### config.mk
export PLATFORM = sky130hd
export DESIGN_NAME = lane_pattern_gen
export DESIGN_NICKNAME = d
export VERILOG_FILES = /design/src/rtl/lane_pattern_gen.sv
export SDC_FILE = /design/constraint.sdc
export NUM_CORES = 1
export LEC_CHECK = 0
export BUFFER_PORTS_ARGS = -buffer_cell sky130_fd_sc_hd__buf_2
export CORE_MARGIN = 10
export CORE_UTILIZATION = 40
export DETAILED_ROUTE_END_ITERATION = 7
export HOLD_SLACK_MARGIN = 0.02
export PLACE_DENSITY_LB_ADDON = 0.2
export SLEW_MARGIN = 20
export SYNTH_ARGS = -nofsm -noshare
export SYNTH_HDL_FRONTEND = slang
export SYNTH_SLANG_ARGS = --single-unit
### constraint.sdc
create_clock -name clk -period 4.7 [get_ports clk]
set_input_delay 1.175 -clock clk [delete_from_list [all_inputs] [get_ports clk]]
set_output_delay 1.175 -clock clk [all_outputs]
set_load 0.02 [all_outputs]
### src/rtl/lane_pattern_gen.sv
module lane_pattern_gen #(
  parameter int CNT_W = 8,
  parameter logic [6:0] PRBS_SEED = 7'h7F,
  parameter logic [7:0] COMMA_CHAR = 8'hBC,
  parameter logic [7:0] COMMA_FILL = 8'hC5,
  parameter int RAW_W = 20
) (
  input  logic             clk,
  input  logic             rst_n,
  input  logic             en,
  input  logic [2:0]       pat_sel,
  input  logic             aggr_en,
  input  logic             tx_inhibit,
  output logic [15:0]      tx_data,
  output logic [1:0]       tx_k,
  output logic [RAW_W-1:0] raw_word,
  output logic             bypass
);

  localparam logic [15:0] COMMA_WORD = {COMMA_FILL, COMMA_CHAR};

  logic             en_q;
  logic [2:0]       sel_q;
  logic [CNT_W-1:0] gap_cnt;
  logic [15:0]      st;
  logic             ph;

  wire restart = en && (!en_q || pat_sel != sel_q);
  wire comma   = restart || gap_cnt == '0;
  wire live    = en && !tx_inhibit;

  function automatic logic [22:0] prbs16(input logic [6:0] s);
    logic [6:0]  r;
    logic [15:0] w;
    logic        b;
    r = s;
    w = '0;
    for (int i = 0; i < 16; i++) begin
      b    = r[6] ^ r[5];
      r    = {r[5:0], b};
      w[i] = b;
    end
    return {r, w};
  endfunction

  function automatic logic [15:0] seed_of(input logic [2:0] s);
    case (s)
      3'd1:    return 16'h00FF;
      3'd3:    return 16'hFFFF;
      3'd7:    return {9'd0, PRBS_SEED};
      default: return 16'h0000;
    endcase
  endfunction

  function automatic logic [15:0] word_of(input logic [2:0] s, input logic [15:0] v);
    logic [22:0] p;
    p = prbs16(v[6:0]);
    case (s)
      3'd0:    return {v[7:0] + 8'd1, v[7:0]};
      3'd1:    return {v[7:0] - 8'd1, v[7:0]};
      3'd2:    return v;
      3'd3:    return v;
      3'd4:    return 16'h0000;
      3'd5:    return 16'hFFFF;
      3'd6:    return 16'hFF00;
      default: return p[15:0];
    endcase
  endfunction

  function automatic logic [15:0] next_of(input logic [2:0] s, input logic [15:0] v);
    logic [22:0] p;
    p = prbs16(v[6:0]);
    case (s)
      3'd0:    return {8'd0, v[7:0] + 8'd2};
      3'd1:    return {8'd0, v[7:0] - 8'd2};
      3'd2:    return v + 16'd1;
      3'd3:    return v - 16'd1;
      3'd7:    return {9'd0, p[22:16]};
      default: return v;
    endcase
  endfunction

  always_ff @(posedge clk) begin
    if (!rst_n) begin
      en_q    <= 1'b0;
      sel_q   <= '0;
      gap_cnt <= '0;
      st      <= '0;
      ph      <= 1'b1;
    end else begin
      en_q  <= en;
      sel_q <= pat_sel;
      ph    <= (en && aggr_en) ? ~ph : 1'b1;
      if (!en) begin
        gap_cnt <= '0;
      end else if (restart) begin
        gap_cnt <= CNT_W'(1);
        st      <= seed_of(pat_sel);
      end else begin
        gap_cnt <= gap_cnt + 1'b1;
        if (!comma) st <= next_of(pat_sel, st);
      end
    end
  end

  always_ff @(posedge clk) begin
    if (!rst_n || !live) begin
      tx_data  <= '0;
      tx_k     <= '0;
      raw_word <= '0;
      bypass   <= 1'b0;
    end else if (aggr_en) begin
      tx_data  <= '0;
      tx_k     <= '0;
      raw_word <= ph ? '1 : '0;
      bypass   <= 1'b1;
    end else begin
      tx_data  <= comma ? COMMA_WORD : word_of(pat_sel, st);
      tx_k     <= comma ? 2'b01 : 2'b00;
      raw_word <= '0;
      bypass   <= 1'b0;
    end
  end

  AST_RAW_ONLY_BYPASS: assert property (@(posedge clk) disable iff (!rst_n)
    !bypass |-> raw_word == '0);
  AST_AGGR_FLIP: assert property (@(posedge clk) disable iff (!rst_n)
    bypass && $past(bypass) |-> raw_word == ~$past(raw_word));
  AST_K_ONLY_COMMA: assert property (@(posedge clk) disable iff (!rst_n)
    tx_k != 2'b00 |-> tx_k == 2'b01 && tx_data == COMMA_WORD);
  AST_INHIBIT_QUIET: assert property (@(posedge clk) disable iff (!rst_n)
    $past(tx_inhibit) |-> tx_data == '0 && tx_k == '0 && !bypass);
  AST_DISABLED_QUIET: assert property (@(posedge clk) disable iff (!rst_n)
    !$past(en) |-> tx_data == '0 && raw_word == '0 && !bypass);
  AST_START_COMMA: assert property (@(posedge clk) disable iff (!rst_n)
    $past(en) && !$past(en, 2) && !$past(tx_inhibit) && !$past(aggr_en)
      |-> tx_k == 2'b01);

endmodule

* After elaboration in Yosys (flattened, before gate mapping)
Index checks and enable logic that the tools add are counted.
Storage, ports and cells: bits in registers 68, input bits 8, output and inout port bits 39, word-level logic and storage cells 78
Operators by class: add/subtract/negate cells 7, eq/ne operators 9, multiplexer cells 10, bitwise operators 20, reductions and logical operators 21
Operators by type and width (count):
- 16-bit one-hot mux with 6 select lines | 1
- 16-bit one-hot mux with 5 select lines | 1
- 16-bit two-way mux | 3
- 16-bit one-hot mux with 3 select lines | 1
- 20-bit two-way mux | 1
- 16-bit by 1-bit adder with 16-bit output, second input constant | 1
- 8-bit by 1-bit adder with 8-bit output, second input constant | 2
- 16-bit by 1-bit subtractor with 16-bit output, second input constant | 1
- 1-bit bitwise XOR | 16
- 3-bit == test, second input constant | 4
- 8-bit by 2-bit adder with 8-bit output, second input constant | 1
- 8-bit logical NOT | 1
- 8-bit by 1-bit subtractor with 8-bit output, second input constant | 1
- 8-bit by 2-bit subtractor with 8-bit output, second input constant | 1
- 3-bit by 2-bit == test with 1-bit output, second input constant | 2
- 6-bit nonzero test | 1
- 2-bit OR reduction | 3
- 3-bit OR reduction | 2
- 1-bit logical NOT | 4
- 1-bit NOT | 4
- 2-bit AND reduction | 2
- 3-bit by 1-bit == test with 1-bit output, second input constant | 1
- 1-bit logical AND | 3
- 3-bit logical NOT | 1
- 5 further kinds | 9

* Longest topological paths before layout
Gate-level depths: netlist of the first run.
word-level depth 6, mapped depth 12, gate-level depth less buffers 10

* Least setup slack after synthesis of the first run
No wires, ideal clock.
kind input-to-reg, start input port pat_sel[1], end register st[14], library setup time 0.133 ns, data arrival time 3.543 ns, data required time 4.567 ns, setup slack 1.024 ns, stages on the path 12, path buffers 3, cell sequence buf_2 -> nand3b_4 -> clkbuf_1 -> buf_1 -> xnor2_1 -> ha_1 -> or4b_1 -> a21oi_1 -> o221ai_1 -> and3_1 -> o21ai_1 -> a21oi_1
On the way: word-level cells in the longest chain between the ends 6, elaborated cells on any way between the ends 16, those cells by class eq/ne (6); mux (4); reduce/logical (6)
Ends and longest elaborated chain:
- start: declaration | line 11 | input logic [2:0] pat_sel,
- 3-bit inequality test | line 28 | wire restart = en && (!en_q || pat_sel != sel_q);
- 1-bit logical OR | line 28
- 1-bit logical AND | line 28
- 1-bit logical OR | line 29 | wire comma = restart || gap_cnt == '0;
- 2-bit inequality test (no line)
- 3-bit AND reduction (no line)
- end signal: assignment | line 98 | st <= seed_of(pat_sel);
- end signal: assignment | line 101 | if (!comma) st <= next_of(pat_sel, st);
- end: declaration | line 25 | logic [15:0] st;
Parallel ways exist; a longest one is shown, timed or not. The select of a mux whose other input is x is not followed. A chain may end at the register's enable or synchronous reset.

* Final worst setup path of the first run
start input port pat_sel[0], end register st[14]
Same word-level chain as after synthesis.

==> metrics.csv, run 1 <==
metric,value,unit
largest net degree at the start of global routing,27,
Synth Cell Area,3647,um^2
CTS tree,yes,
RSZ-0062 raised after global routing,false,
Max Cap Viol,0,
DRC,0,
clk sinks,48,
Pwr Total,1.037,mW
Mean Syn Cell Area,7.520,um^2
Hold WS,414.0,ps
final worst slack,1064,ps
Core ar.,8806,um^2
outcome,finished clean,
Die Ht,115.5,um
fin crit period,3636,ps
crit path capture type,flip-flop,
fmax,275.0,MHz
crit path DAT,3830,ps
CTS buffer count,5,
DP HPWL,7.860,mm
Final ANT Viol Nets,0,
Starting Density,41.42,%
die area,13340,um^2
Wirelength per Cell,18.36,um
fin nets,500,
synth top area cells,"dfxtp_1 26%, a21oi_1 6.0%, xnor2_1 6.0%",
CTS H-tree lvls,2,
cts hold-fix bufs,0,
setup repair bufs after CTS,0,
skew final,19.07,ps
fraction of layout cells with a size suffix above 1,14.40,%
Crit path required time,4900,ps
Post-Synthesis Cells,485,
P&R area growth vs syn,5.317,%
Routed WL,10.90,mm
fin crit share,77.36,%
critical-path maximum fanout,25,
Detailed Route Iter0 Violations,364,
port bufs,45,
Worst-Margin Slew,1045,ps
Synth Net Count,500,
total track usage,16.12,%
Rel. slew slack,29.68,%
most frequent cells after synthesis,"49 x nand2_1, 48 x dfxtp_1, 44 x a21oi_1",
cell taking the most area after synthesis,dfxtp_1,
placed cells,586,
Final Slew Violations,0,
sequential share of the synthesized area,26.35,%
#FFs+latches synth,48,
final hold violation count,0,
Max IR drop VDD,0.1482,mV
worst skew pair latency,320,ps
Die W,115.5,um
min-delay worst type,reg2reg,
"Clk pin slew, worst setup/hold paths",110,ps
GR Overflow Total,0,
Reg area,960.9,um^2
Post-Place Setup Slack,746.2,ps
most common cell in the netlist,nand2_1,
Final TNS setup,0,ps
fillers,887,
fin cells,594,
total number of vias,3583,
clock buffer depth,2,
initial antenna violation count,0,
Worst setup SP type,input port,
IO Count,47,
synth unique cells,66,
number of diodes,0,
crit path kind,in2reg,
asr flop ratio synth,0,%
post-synth top area share,26.35,%
Yosys warnings,0,
first-pass iteration count of the detailed router,5,
vias in the first global route,3285,
Power Dens Cells,269.9,nW/um^2
# resized after CTS,0,
ys flop type,dfxtp_1,
LEAKAGE,1.551,nW
root buffer cell,clkbuf_8,
multi-input logic area,2328,um^2
Via density,6.032,
"EDFF count, synth",0,
first-pass GRT wire length,17.63,mm
row count,34,
final setup fails,0,
GPL Wtd Cong,0.9286,
## per-stage QoR
| stage | util, % | area [um^2] |
|---|---|---|
| after detailed placement | 42.30 | 3725 |
| after CTS | 43.62 | 3841 |
| after global routing | 43.62 | 3841 |
| after floorplan | - | 3647 |
| final | 43.62 | 3841 |
| after global placement | 42.30 | 3725 |
## worst max-delay path, cell delays in order
cell and delay (ps):
buf_2 460, nand3b_4 330, xnor2_1 250, ha_1 270, or4b_1 470, a21oi_1 250, o221ai_1 200, and3_1 220
o21ai_1 120, a21oi_1 80
## registers in the layout, indices dropped and copies added (netlist names)
signal and flops:
tx_data 16, gap_cnt 8, sel_q 3, ph 1, raw_word 1, tx_k 1, st 16, en_q 1
bypass 1
## placed cells by master, fill, tap and decap left out, types with 5 or more instances in the layout
cell and count:
or3_1 6, nand3_1 14, buf_2 45, xor2_1 20, o22ai_1 6, and2_1 6
inv_1 11, a211oi_1 13, a31oi_1 6, o21ai_0 28, o21ai_1 6, nor2_1 33
xnor2_1 25, o211ai_1 5, a21oi_1 44, clkbuf_8 5, dfxtp_1 48, a22oi_1 5
and3_1 5, nor3_1 14, ha_1 7, a21boi_0 5, nand2_1 49, nand4_1 5
## cell families (layout without fill, tap and decap cells)
family / Yosys count / after routing / synth area share [%]
muxes: 4 / 4 / 1.132
xor gates and xnor gates: 45 / 45 / 10.81
and+or+nand+nor: 162 / 162 / 22.78
adders and majority gates: 7 / 7 / 2.401
buffers and inverters: 68 / 69 / 9.811
AOI/OAI and AO/OA: 150 / 150 / 26.62
DFF: 48 / 48 / 26.35
other: 1 / 1 / 0.1028
## power breakdown
part,internal (mW),total [mW],switching (mW)
clock,0.161,0.319,0.159
combinational,0.0981,0.260,0.162
sequential,0.421,0.458,0.0363
## path summary, 6_finish.rpt
kind                            startpoint     end  slack [ps]  cells after the start
worst min-delay path                    ph      ph         410                      1
worst max register to register       st[1]  st[14]        1880                      8
worst min register to register          ph      ph         410                      1
worst max-delay path            pat_sel[0]  st[14]        1060                     10
## cell type report
type                    count  area share (%)
multi-input cells         369           60.62
inverters                  12           1.173
clock inverters             3           1.238
well taps                 108           3.518
flip-flops and latches     48           25.02
clock buffers               5           1.792
repair buffers             49           6.645
## per-layer routing
| metal | track usage (%) | wire, um | vias up |
|---|---|---|---|
| li1 | - | - | 1723 |
| met2 | 24.18 | 4737 | 189 |
| met5 | 0 | 0 | - |
| met1 | 22.44 | 4781 | 1648 |
| met3 | 3.463 | 1176 | 23 |
| met4 | 5.068 | 208 | 0 |
Note: power is estimated with default switching activity, not from simulation.
==> run 2: changes to the inputs <==
- clock period: 4.7 -> 3.75 ns (I/O delays scaled with it)
==> metrics.csv, run 2 (synthesis gave the netlist of run 1 again) <==
metric,value,unit
vias in the first global route,3398,
largest net degree at the start of global routing,23,
GR Overflow Total,0,
total track usage,16.40,%
fmax,338.5,MHz
Via density,6.056,
share of total power in the clock network,26.7,%
number of diodes,0,
LEAKAGE,1.605,nW
Crit path required time,3970,ps
Core ar.,8806,um^2
Pwr Total,1.243,mW
crit path capture type,flip-flop,
Worst-Margin Slew,957.3,ps
Comb power frac,28.0,%
first-pass iteration count of the detailed router,5,
most frequent cells in the layout,"49 x nand2_1, 48 x dfxtp_1, 45 x buf_2",
min-delay worst type,reg2reg,
Final ANT Viol Nets,0,
die area,13340,um^2
total number of vias,3688,
Hold Path Depth,1,
Final Slew Violations,0,
setup repair bufs after CTS,0,
Final TNS setup,0,ps
critical-path maximum fanout,14,
Worst setup SP type,input port,
RSZ-0062 raised after global routing,false,
clk sinks,48,
final hold violation count,0,
Max IR drop VDD,0.1150,mV
placed cells,601,
CTS tree,yes,
"most common cell after layout, fill and taps aside",nand2_1,
Die Ht,115.5,um
Power Dens Cells,316.3,nW/um^2
worst skew pair latency,320,ps
register share of total power,45.3,%
fin crit share,78.79,%
GPL Wtd Cong,0.9806,
crit path kind,in2reg,
Sw Share,36.09,%
Die W,115.5,um
IO Count,47,
CTS H-tree lvls,2,
final setup fails,0,
Hold WS,418.1,ps
R2R cell count,8,
Routed WL,11.05,mm
fin cells,609,
crit path DAT,3180,ps
top flop regs,"st (16), tx_data (16), gap_cnt (8)",
fraction of layout cells with a size suffix above 1,16.97,%
net switching power,0.4485,mW
port bufs,45,
outcome,finished clean,
fillers,891,
row count,34,
Cell Int Power,0.7944,mW
Rel. slew slack,35.59,%
clock buffer depth,2,
Detailed Route Iter0 Violations,408,
initial antenna violation count,0,
Wirelength per Cell,18.15,um
cts hold-fix bufs,0,
fin crit period,2954,ps
P&R area growth vs syn,7.753,%
reg2reg setup slack,1040,ps
skew final,10.33,ps
Max Cap Viol,0,
DP HPWL,8.340,mm
first-pass GRT wire length,17.80,mm
fin nets,515,
DRC,0,
root buffer cell,clkbuf_8,
CTS buffer count,5,
"Clk pin slew, worst setup/hold paths",100,ps
# resized after CTS,0,
Starting Density,41.42,%
-- run 2: cell types whose count changed in the layout (fill, tap and decap cells not counted) --
cell / delta
buf_4: +15
clkinvlp_4: +2
bufinv_16: -1
clkinv_4: -1
-- run 2: path summary, 6_finish.rpt --
path	startpoint	to
max	pat_sel[0]	tx_data[12]
min	ph	ph
min reg2reg	ph	ph
max reg2reg	st[2]	st[5]
-- run 2: routing by layer --
| layer | vias to the layer above | wire, um | GRT usage (%) |
|---|---|---|---|
| met3 | 24 | 1109 | 3.463 |
| met4 | 0 | 295 | 5.997 |
| met2 | 210 | 4838 | 25.97 |
| li1 | 1755 | - | - |
| met5 | - | 0 | 0 |
| met1 | 1699 | 4809 | 21.50 |
-- run 2: power groups by stage --
stage | Clock (mW) | Combinational, mW | Sequential, mW
global route | 0.354 | 0.382 | 0.566
global placement | 0 | 0.342 | 0.574
detailed placement | 0 | 0.341 | 0.573
finish | 0.332 | 0.348 | 0.563
floorplan | 0 | 0.272 | 0.557
CTS | 0.337 | 0.343 | 0.562
-- run 2: per-stage QoR --
stage               area (um^2)  util [%]  worst slack [ps]
finish                     3930     44.63             795.5
global route               3930     44.63             542.4
floorplan                  3647         -             311.4
global placement           3837     43.58             496.1
detailed placement         3837     43.58             488.9
CTS                        3930     44.63             799.5
-- run 2: layout make-up --
cell class,instances,area [um^2],area share [%]
Clock inverter,3,23.77,0.6049
Inverter,12,45.04,1.146
Sequential cell,48,960.9,24.45
Timing Repair Buffer,64,367.9,9.360
Clock buffer,5,68.82,1.751
Multi-Input combinational cell,369,2328,59.25
Tap cell,108,135.1,3.438
-- run 2: critical path, cell delays in order --
cell and delay, ps:
buf_2 250, buf_4 270, or3b_1 410, xnor2_1 140
ha_1 250, nor4_1 290, a21oi_1 90, xor2_1 150
nor2_1 90, a211oi_1 50, a211oi_1 240
==> run 3: changes to the inputs <==
- clock period: 3.75 -> 2.6 ns (I/O delays scaled with it)
==> metrics.csv, run 3 (synthesis gave the netlist of run 1 again) <==
metric,value,unit
Die Ht,115.5,um
Final ANT Viol Nets,0,
first-pass GRT wire length,19.32,mm
Max IR drop VDD,0.2516,mV
Worst path top cell family by delay,compound AO/OA/AOI/OAI gates,
cts hold-fix bufs,0,
Final TNS setup,0,ps
initial antenna violation count,0,
vias in the first global route,3618,
crit path kind,in2reg,
Final Slew Violations,0,
worst skew pair latency,320,ps
DRC,0,
sequence of cells on the critical path,"buf_2, buf_4, buf_12, nor3b_2, xnor2_1, ha_1, or3_1, o22ai_1, o221ai_1, a21oi_1, o21ai_1",
RSZ-0062 raised after global routing,false,
CTS buffer count,5,
setup repair bufs after CTS,0,
share of total power in the clock network,26.9,%
row count,34,
DP HPWL,9.379,mm
fin nets,555,
root buffer cell,clkbuf_8,
fin cells,649,
Wirelength per Cell,18.57,um
total number of vias,3814,
Cell Int Power,1.216,mW
Max Cap Viol,0,
port bufs,45,
IO Count,47,
Via density,5.877,
Sw Share,35.44,%
Comb power frac,30.2,%
Crit path required time,2820,ps
number of diodes,0,
LEAKAGE,1.825,nW
Worst setup SP type,input port,
Hold Path Depth,1,
Worst R2R Start,st[2],
skew final,15.30,ps
register share of total power,42.9,%
Critical-path top delay cell,or3_1,
outcome,finished clean,
critical-path maximum fanout,4,
placed cells,641,
CTS tree,yes,
top flop regs,"st (16), tx_data (16), gap_cnt (8)",
Die W,115.5,um
net switching power,0.6674,mW
"Clk pin slew, worst setup/hold paths",110,ps
fin crit share,93.63,%
Hold EP,ph,
Power Dens Cells,441.2,nW/um^2
GPL Wtd Cong,0.9510,
fin crit period,2434,ps
final setup fails,0,
die area,13340,um^2
min-delay worst type,reg2reg,
crit path capture type,flip-flop,
Routed WL,12.05,mm
Critical path origin,pat_sel[2],
reg-to-reg critical path endpoint,tx_data[15],
# resized after CTS,0,
clk sinks,48,
crit-path max cell delay,410,ps
worst path buffer plus inverter count,3,
hold_sp,ph,
R2R cell count,6,
clock buffer depth,2,
first-pass iteration count of the detailed router,5,
most frequent cells in the layout,"58 x buf_4, 49 x nand2_1, 48 x dfxtp_1",
Rel. slew slack,54.46,%
Starting Density,41.42,%
total track usage,18.13,%
CTS H-tree lvls,2,
reg2reg setup slack,420,ps
Worst-Margin Slew,682.1,ps
crit path DAT,2660,ps
"most common cell after layout, fill and taps aside",buf_4,
fmax,410.8,MHz
final hold violation count,0,
Core ar.,8806,um^2
GR Overflow Total,0,
Detailed Route Iter0 Violations,299,
fraction of layout cells with a size suffix above 1,24.03,%
largest net degree at the start of global routing,24,
P&R area growth vs syn,17.05,%
==> run 3: changes by cell type in the layout (fill, tap and decap cells not counted), sizes merged <==
| cell | previous run | this run |
|---|---|---|
| inv | 11 | 12 |
| clkbuf | 5 | 6 |
| buf | 64 | 104 |
| clkinvlp | 2 | 0 |
==> run 3: worst max-delay path by stage <==
stage                       end  slack [ps]  depth (start not counted)
after floorplan           st[6]        -200                         11
final                     st[5]         170                         11
after global placement    st[5]         -50                         11
after CTS                 st[5]         170                         11
after global routing      st[5]          50                         11
after detailed placement  st[5]        -170                         11
==> run 3: area by class of cell <==
cell class	instances	area, um^2
inverter	12	45.04
tap	108	135.1
multi-input combinational	369	2351
timing repair buffer	104	680.7
sequential	48	960.9
clock buffer	6	82.58
fill	890	4537
clock inverter	2	13.76
==> run 3: per-stage QoR <==
| stage | power, mW | util, % | worst slack, ps | instance area, um^2 | hold WS [ps] |
|---|---|---|---|---|---|
| floorplan | 1.202 | - | -197.6 | 3692 | 375.5 |
| finish | 1.883 | 48.48 | 165.6 | 4269 | 414.6 |
| global route | 1.980 | 48.48 | 52.13 | 4269 | 444.9 |
| detailed placement | 1.385 | 47.39 | -166.5 | 4173 | 397.6 |
| CTS | 1.885 | 48.48 | 168.9 | 4269 | 419.6 |
| global placement | 1.382 | 47.39 | -50.34 | 4173 | 388.4 |
==> run 3: layer usage <==
| metal | track usage [%] | vias to the layer above | part of all wire, % |
|---|---|---|---|
| li1 | - | 1836 | - |
| met1 | 23.06 | 1790 | 43 |
| met2 | 30.24 | 166 | 46 |
| met3 | 3.411 | 22 | 8.7 |
| met4 | 5.828 | 0 | 2.3 |
| met5 | 0 | - | 0 |
==> run 3: power groups by stage <==
| stage | clock network, mW | logic (mW) | registers [mW] |
|---|---|---|---|
| floorplan | 0 | 0.398 | 0.804 |
| global placement | 0 | 0.558 | 0.823 |
| detailed placement | 0 | 0.562 | 0.823 |
| CTS | 0.514 | 0.566 | 0.806 |
| global route | 0.542 | 0.626 | 0.812 |
| finish | 0.507 | 0.569 | 0.807 |
